## config.mk

```make
export PLATFORM = sky130hd
export DESIGN_NAME = i2c_ctl_reg
export DESIGN_NICKNAME = d
export VERILOG_FILES = /design/src/rtl/i2c_ctl_pkg.sv /design/src/rtl/i2c_ctl_core.sv /design/src/rtl/i2c_ctl_strobe.sv /design/src/rtl/i2c_ctl_hold.sv /design/src/rtl/i2c_ctl_reg.sv
export SDC_FILE = /design/constraint.sdc
export NUM_CORES = 1
export LEC_CHECK = 0
export BUFFER_PORTS_ARGS = -buffer_cell sky130_fd_sc_hd__buf_2
export CAP_MARGIN = 25
export CORE_MARGIN = 10
export CORE_UTILIZATION = 37
export DETAILED_ROUTE_END_ITERATION = 10
export PLACE_DENSITY = 0.77
export SETUP_SLACK_MARGIN = 0.02
export SYNTH_ARGS = -nofsm -noshare
export SYNTH_HDL_FRONTEND = slang
export SYNTH_HIERARCHICAL = 1
export SYNTH_SLANG_ARGS = --single-unit
```

## constraint.sdc

```tcl
create_clock -name clk_i -period 1.9 [get_ports clk_i]
set_clock_uncertainty 0.2 [all_clocks]
set_input_delay 0.38 -clock clk_i [delete_from_list [all_inputs] [get_ports clk_i]]
set_output_delay 0.38 -clock clk_i [all_outputs]
set_load 0.1 [all_outputs]
```

## src/rtl/i2c_ctl_pkg.sv

```systemverilog
package i2c_ctl_pkg;
  localparam int REG_W    = 8;
  localparam int PE_BIT   = 5;
  localparam int ENGC_BIT = 4;
  localparam int START_BIT = 3;
  localparam int ACK_BIT  = 2;
  localparam int STOP_BIT = 1;
  localparam int ITE_BIT  = 0;

  typedef struct packed {
    logic pe;
    logic engc;
    logic start;
    logic ack;
    logic stop;
    logic ite;
  } ctl_bits_t;
endpackage

```

## src/rtl/i2c_ctl_core.sv

```systemverilog
module i2c_ctl_core
  import i2c_ctl_pkg::*;
(
  input  logic             clk_i,
  input  logic             rst_ni,
  input  logic             wr_en_i,
  input  logic [REG_W-1:0] wr_data_i,
  input  logic             start_sent_i,
  input  logic             stop_sent_i,
  input  logic             master_i,
  output ctl_bits_t        ctl_o
);
  ctl_bits_t ctl_q, ctl_d;

  always_comb begin
    ctl_d = ctl_q;
    if (start_sent_i)            ctl_d.start = 1'b0;
    if (stop_sent_i && master_i) ctl_d.stop  = 1'b0;
    if (wr_en_i) begin
      if (!ctl_q.pe) begin
        // off state: first write only arms the enable
        ctl_d.pe = wr_data_i[PE_BIT];
      end else if (!wr_data_i[PE_BIT]) begin
        ctl_d      = '0;
        ctl_d.stop = wr_data_i[STOP_BIT];
      end else begin
        ctl_d.pe    = 1'b1;
        ctl_d.engc  = wr_data_i[ENGC_BIT];
        ctl_d.start = wr_data_i[START_BIT];
        ctl_d.ack   = wr_data_i[ACK_BIT];
        ctl_d.stop  = wr_data_i[STOP_BIT];
        ctl_d.ite   = wr_data_i[ITE_BIT];
      end
    end
    if (!ctl_d.pe) begin
      ctl_d.engc  = 1'b0;
      ctl_d.start = 1'b0;
      ctl_d.ack   = 1'b0;
      ctl_d.ite   = 1'b0;
    end
  end

  always_ff @(posedge clk_i or negedge rst_ni) begin
    if (!rst_ni) ctl_q <= '0;
    else         ctl_q <= ctl_d;
  end

  assign ctl_o = ctl_q;


  pe_off_clean_chk: assert property (@(posedge clk_i) disable iff (!rst_ni)
    !ctl_q.pe |-> !(ctl_q.engc || ctl_q.start || ctl_q.ack || ctl_q.ite));


  first_write_pe_only_chk: assert property (@(posedge clk_i) disable iff (!rst_ni)
    (wr_en_i && !ctl_q.pe && wr_data_i[PE_BIT])
      |=> (ctl_q.pe && !ctl_q.engc && !ctl_q.start && !ctl_q.ack && !ctl_q.ite && $stable(ctl_q.stop)));


  start_hw_clr_chk: assert property (@(posedge clk_i) disable iff (!rst_ni)
    (start_sent_i && !wr_en_i) |=> !ctl_q.start);


  slave_stop_keep_chk: assert property (@(posedge clk_i) disable iff (!rst_ni)
    (ctl_q.stop && !master_i && !wr_en_i) |=> ctl_q.stop);


  sw_wins_chk: assert property (@(posedge clk_i) disable iff (!rst_ni)
    (wr_en_i && ctl_q.pe && wr_data_i[PE_BIT] && wr_data_i[START_BIT]) |=> ctl_q.start);
endmodule

```

## src/rtl/i2c_ctl_strobe.sv

```systemverilog
module i2c_ctl_strobe #(
  parameter int N_CMD = 2
) (
  input  logic             clk_i,
  input  logic             rst_ni,
  input  logic [N_CMD-1:0] lvl_i,
  output logic [N_CMD-1:0] pulse_o
);
  for (genvar g = 0; g < N_CMD; g++) begin : g_cmd
    logic prev_q;
    always_ff @(posedge clk_i or negedge rst_ni) begin
      if (!rst_ni) prev_q <= 1'b0;
      else         prev_q <= lvl_i[g];
    end
    assign pulse_o[g] = lvl_i[g] & ~prev_q;


    pulse_single_chk: assert property (@(posedge clk_i) disable iff (!rst_ni)
      pulse_o[g] |=> !pulse_o[g]);
  end
endmodule

```

## src/rtl/i2c_ctl_hold.sv

```systemverilog
module i2c_ctl_hold #(
  parameter int N_HOLD = 5
) (
  input  logic              clk_i,
  input  logic              rst_ni,
  input  logic              pe_i,
  input  logic              stop_i,
  input  logic              master_i,
  input  logic              btf_i,
  input  logic [N_HOLD-1:0] hold_src_i,
  output logic              scl_hold_o,
  output logic              slave_release_o
);
  logic btf_seen_q;

  always_ff @(posedge clk_i or negedge rst_ni) begin
    if (!rst_ni)                 btf_seen_q <= 1'b0;
    else if (!stop_i || !pe_i)   btf_seen_q <= 1'b0;
    else if (btf_i && !master_i) btf_seen_q <= 1'b1;
  end

  assign slave_release_o = btf_seen_q & stop_i & pe_i & ~master_i;
  assign scl_hold_o      = pe_i & (|hold_src_i);


  release_after_btf_chk: assert property (@(posedge clk_i) disable iff (!rst_ni)
    (pe_i && stop_i && !master_i && btf_i)
      |=> (slave_release_o || !stop_i || !pe_i || master_i));
endmodule

```

## src/rtl/i2c_ctl_reg.sv

```systemverilog
module i2c_ctl_reg
  import i2c_ctl_pkg::*;
#(
  parameter int              N_HOLD  = 5,
  parameter logic [REG_W-1:0] GC_ADDR = '0
) (
  input  logic              clk_i,
  input  logic              rst_ni,
  input  logic              wr_en_i,
  input  logic [REG_W-1:0]  wr_data_i,
  output logic [REG_W-1:0]  rd_data_o,
  input  logic              master_i,
  input  logic              start_sent_i,
  input  logic              stop_sent_i,
  input  logic              btf_i,
  input  logic [N_HOLD-1:0] hold_src_i,
  input  logic              addr_valid_i,
  input  logic [REG_W-1:0]  addr_i,
  output logic              enable_o,
  output logic              gc_en_o,
  output logic              ack_en_o,
  output logic              irq_en_o,
  output logic              start_pulse_o,
  output logic              start_rep_o,
  output logic              stop_pulse_o,
  output logic              slave_release_o,
  output logic              start_irq_o,
  output logic              scl_hold_o,
  output logic              idle_clr_o,
  output logic              gc_ack_o
);
  localparam int N_CMD = 2;

  ctl_bits_t        ctl;
  logic [N_CMD-1:0] cmd_lvl, cmd_pulse;

  i2c_ctl_core i_core (
    .clk_i        (clk_i),
    .rst_ni       (rst_ni),
    .wr_en_i      (wr_en_i),
    .wr_data_i    (wr_data_i),
    .start_sent_i (start_sent_i),
    .stop_sent_i  (stop_sent_i),
    .master_i     (master_i),
    .ctl_o        (ctl)
  );

  assign cmd_lvl = {ctl.stop & master_i, ctl.start};

  i2c_ctl_strobe #(.N_CMD(N_CMD)) i_strobe (
    .clk_i   (clk_i),
    .rst_ni  (rst_ni),
    .lvl_i   (cmd_lvl),
    .pulse_o (cmd_pulse)
  );

  i2c_ctl_hold #(.N_HOLD(N_HOLD)) i_hold (
    .clk_i           (clk_i),
    .rst_ni          (rst_ni),
    .pe_i            (ctl.pe),
    .stop_i          (ctl.stop),
    .master_i        (master_i),
    .btf_i           (btf_i),
    .hold_src_i      (hold_src_i),
    .scl_hold_o      (scl_hold_o),
    .slave_release_o (slave_release_o)
  );

  assign rd_data_o     = {{(REG_W-6){1'b0}}, ctl};
  assign enable_o      = ctl.pe;
  assign gc_en_o       = ctl.engc;
  assign ack_en_o      = ctl.ack;
  assign irq_en_o      = ctl.ite;
  assign start_pulse_o = cmd_pulse[0];
  assign start_rep_o   = cmd_pulse[0] & master_i;
  assign stop_pulse_o  = cmd_pulse[1];
  assign start_irq_o   = start_sent_i & ctl.start & ctl.ite;
  assign idle_clr_o    = ~ctl.pe;
  assign gc_ack_o      = ctl.pe & ctl.engc & addr_valid_i & (addr_i == GC_ADDR);


  hold_off_when_idle_chk: assert property (@(posedge clk_i) disable iff (!rst_ni)
    idle_clr_o |-> !scl_hold_o);


  stop_master_clr_chk: assert property (@(posedge clk_i) disable iff (!rst_ni)
    (master_i && stop_sent_i && !wr_en_i) |=> !rd_data_o[STOP_BIT]);
endmodule

```

## Word-level counts from Yosys, hierarchy flattened

Cells that the tools add are included.

| operators by class | value |
|---|---|
| multiplexer cells | 10 |
| bitwise logic cells | 17 |
| reduce and logical (&&, ||, !) cells | 10 |
| equal/unequal tests | 2 |

Operator list:

| cell | count |
|---|---|
| 1-bit AND | 13 |
| 6-bit two-way mux | 2 |
| 8-bit logical NOT | 1 |
| 1-bit two-way mux | 6 |
| 5-bit two-way mux | 1 |
| 5-bit OR reduction | 1 |
| 1-bit NOT | 4 |
| 1-bit logical NOT | 3 |
| 3-bit two-way mux | 1 |
| 1-bit logical AND | 2 |
| 2-bit by 1-bit != test with 1-bit output (second input constant) | 1 |
| 2-bit != test (second input constant) | 1 |
| 2-bit AND reduction | 1 |
| 2-bit nonzero test | 1 |
| 1-bit logical OR | 1 |

| word-level totals | value |
|---|---|
| output and inout bits | 20 |
| bits in registers | 9 |
| input port bits | 29 |

## Longest topological paths before layout

| depth | value |
|---|---|
| depth after elaboration | 6 |
| mapped depth | 3 |
| depth with buffers taken out | 2 |

## Hierarchy

Netlist, hierarchy kept.

By module, submodules not included:

| module | cells an instance | times used | area an instance (um^2) | seq. area each (um^2) |
|---|---|---|---|---|
| i2c_ctl_core | 29 | 1 | 344.1 | 150.1 |
| i2c_ctl_reg | 15 | 1 | 103.8 | 0.0 |
| i2c_ctl_strobe | 4 | 1 | 77.6 | 50.0 |
| i2c_ctl_hold | 8 | 1 | 63.8 | 25.0 |

## Worst setup path after synthesis

OpenSTA, ideal clock, no wires.

| timing | value |
|---|---|
| kind | reg-to-output |
| from | reg i_core.ctl_q (netlist bit i_core/ctl_o[5]) |
| to | out slave_release_o |
| path slack | -1.909 ns |
| arrival time | 3.229 ns |
| stages on the path, launching flop included | 3 |
| path buffers | 0 |
| required time | 1.320 ns |
| cell sequence | dfrtp_1 nand2_1 nor3_1 |

| on the way | value |
|---|---|
| word-level cells in the longest chain between the ends | 2 |

RTL lines:

| what | line | source |
|---|---|---|
| from (decl) | i2c_ctl_core.sv:13 | `ctl_bits_t ctl_q, ctl_d;` |
| from (signal assigned) | i2c_ctl_core.sv:45 | `else ctl_q <= ctl_d;` |
| 1-bit AND (2 in series) | i2c_ctl_hold.sv:22 | `assign slave_release_o = btf_seen_q & stop_i & pe_i & ~master_i;` |
| to (decl) | i2c_ctl_reg.sv:26 | `output logic slave_release_o,` |

No other way between the ends.

## Worst setup path in the final report

| timing | value |
|---|---|
| from | in addr_i[6] |
| to | out gc_ack_o |

| on the way | value |
|---|---|
| word-level cells in the longest chain between the ends | 2 |

RTL lines:

| what | line | source |
|---|---|---|
| from (decl) | i2c_ctl_reg.sv:18 | `input logic [REG_W-1:0] addr_i,` |
| 8-bit logical NOT | i2c_ctl_reg.sv:79 | `assign gc_ack_o = ctl.pe & ctl.engc & addr_valid_i & (addr_i == GC_ADDR);` |
| 1-bit AND | i2c_ctl_reg.sv:79 |  |
| to (decl) | i2c_ctl_reg.sv:30 | `output logic gc_ack_o` |

No other way between the ends.

==> metrics.txt <==
outcome=finished with violations; violated checks=negative setup slack; total gr overflow=0; clk slew on worst S/H paths=60 ps; leading area contributor after synthesis=dfrtp_1; crit end category=output pin; drt wl/cell=16.1 um; DR pass1 iterations=4; share of cells above drive strength 1=68.6%; Die ar.=about 3600 sq um; pin count of the biggest net entering global routing=12; Power Density=approximately 730 nW/um^2; routability cong.=0.717; synthesized instance count=56; RR Startpoint=i_core/ctl_o[5]$_DFF_PN0_; CP Data Required Time=roughly 1300 ps; Clock Latency Late Sink=about 250 ps; Nets=around 130; Ys Warns=6; WHS Path Cells=2; Clk Tree Root Cell=clkbuf_4; top post-synthesis cells by area=dfrtp_1, buf_4, o211ai_1, nor2b_4, nand4_1; worst vdd ir=approximately 0.5 mV; worst hold path startpoint=wr_data_i[1]; Critical Path AT=approximately 1400 ps; sequential share of the synthesized area=between 30% and 40%; row count=14; Worst R2R Path Depth=4; clock sink count=9; global-route wire length before repair=approximately 2800 um; setup ws final=-47.6 ps; reg-to-reg endpoint=i_core/ctl_o[1]$_DFF_PN0_; CP Max Fanout=1; FF-to-FF setup slack=around 440 ps; critical path type=in2out; Mean Syn Cell Area=between 10 and 15 sq um; worst min-delay path category=in2reg; Post-Route Utilization=about 66%; CTS tree=yes; Cell Area, Synth=589 sq um; hold_ws=between 150 and 200 ps; setup violators final=2; DP HPWL=approximately 1600 um; DR DRC count=0; Hold Fails Final Rpt=0; commonest non-fill, non-tap cell in the layout=buf_2; Critical Path Start Type=primary input; port buffer count=44; hold path endpoint=i_core/ctl_o[1]$_DFF_PN0_; Antenna Cells=0; top cell type's share of synthesized area=38.2%; CTS H-Tree Depth=1; final setup TNS=-92.3 ps; GRT Total Usage=approximately a tenth; Vias=between 500 and 600; max frequency=513 MHz; Place WS=-149 ps; Pwr Total=729 uW; Die Ht=between 50 and 60 um; area of the core=around 1500 sq um; antenna violations before repair=0; ANT nets after route=0; Final period util=103%; CTS max path bufs=2; Yosys cell types=26; Synth Register Bits=9; total wire length=between 1500 and 2000 um; most frequent cells in the layout=buf_2, buf_12, clkbuf_4; Final Critical Period=about 1900 ps; Ports=49; First DRT Iteration DRCs=15; chip width=59.9 um; RSZ-0062 raised after global routing=true; Via-to-Cell Ratio=about 4.9; initial core utilization=roughly 39%; Area Growth Syn to Fin=69.6%; max-slew violation count=0; CTS Buf Count=3; vias in the first global route=slightly below 600; Fillers=126; LEAKAGE=between 0.0004 and 0.0005 uW; maxcap violations=0
timing repair:
action	4_1_cts	5_1_grt
pin swaps	2	1
resized for setup	4	5
cloned	0	0
buffers inserted	3	1
endpoints found under the hold margin	9	0
hold buffers	1	0
setup endpoints to repair	3	6
synth_stat cells (all sizes together):
library cell	instances
conb	1
nand4bb	1
o21a	1
and3	1
mux2	2
o211ai	4
nor3	2
inv	5
nand4	4
a21boi	1
buf	8
nand2	2
a21oi	1
and2	2
nand4b	1
or3	1
nand2b	2
dfrtp	9
nor2b	2
or4	2
nand3b	4
metal layers:
layer  GRT usage [%]  vias to the layer above  wire, um
met5               0                        -         0
met4            2.88                        0        10
met3            4.03                        2       177
met2            17.9                       28      1070
met1            10.3                      269       648
li1                -                      281         -
layout make-up:
| cell class | instances | area (sq um) | share of cell area, % |
|---|---|---|---|
| tap | 16 | 20.0 | 2.00 |
| multi-input combinational | 35 | 308 | 30.8 |
| clock inverter | 1 | 5.00 | 0.501 |
| timing repair buffer | 49 | 385 | 38.5 |
| clock buffer | 3 | 22.5 | 2.25 |
| sequential | 9 | 240 | 24.0 |
| inverter | 5 | 18.8 | 1.88 |
worst max-delay path by stage:
| stage | from | endpoint | slack [ps] | depth (start not counted) |
|---|---|---|---|---|
| floorplan | addr_i[1] | gc_ack_o | -390 | 2 |
| global placement | hold_src_i[0] | scl_hold_o | -130 | 4 |
| detailed placement | hold_src_i[0] | scl_hold_o | -150 | 4 |
| CTS | hold_src_i[0] | scl_hold_o | -50 | 4 |
| global route | hold_src_i[0] | scl_hold_o | -60 | 4 |
| finish | addr_i[6] | gc_ack_o | -50 | 4 |
power by group:
group	switching [uW]	internal [uW]	total [uW]	leakage, uW
registers	16.0	210	226	0.000111
logic	256	102	358	0.000370
clock network	67.7	77.5	145	0.0000177
total	340	389	729	0.000498
worst max-delay path: stages:
cell and delay (ps):
buf_6 90, or4_4 530, nor3_4 160, buf_12 200
flip-flops by register name (all words and copies together), names as in the netlist:
| register | count |
|---|---|
| i_core/ctl_o | 6 |
| i_hold/btf_seen_q | 1 |
| i_strobe/g_cmd.prev_q | 2 |
cells by family after synthesis:
group | count (synthesis) | synth area share [%]
flip-flops | 9 | 38.2
AO/OA/AOI/OAI | 7 | 8.49
multiplexers | 2 | 4.46
buffers and inverters | 13 | 14.6
other | 1 | 0.636
AND/OR/NAND/NOR | 24 | 33.5
metrics by stage:
step	instance area, sq um	std cells
floorplan	634	57
global placement	897	109
detailed placement	897	109
CTS	973	117
global route	1000	118
finish	1000	118
(Power assumes the default switching activity.)
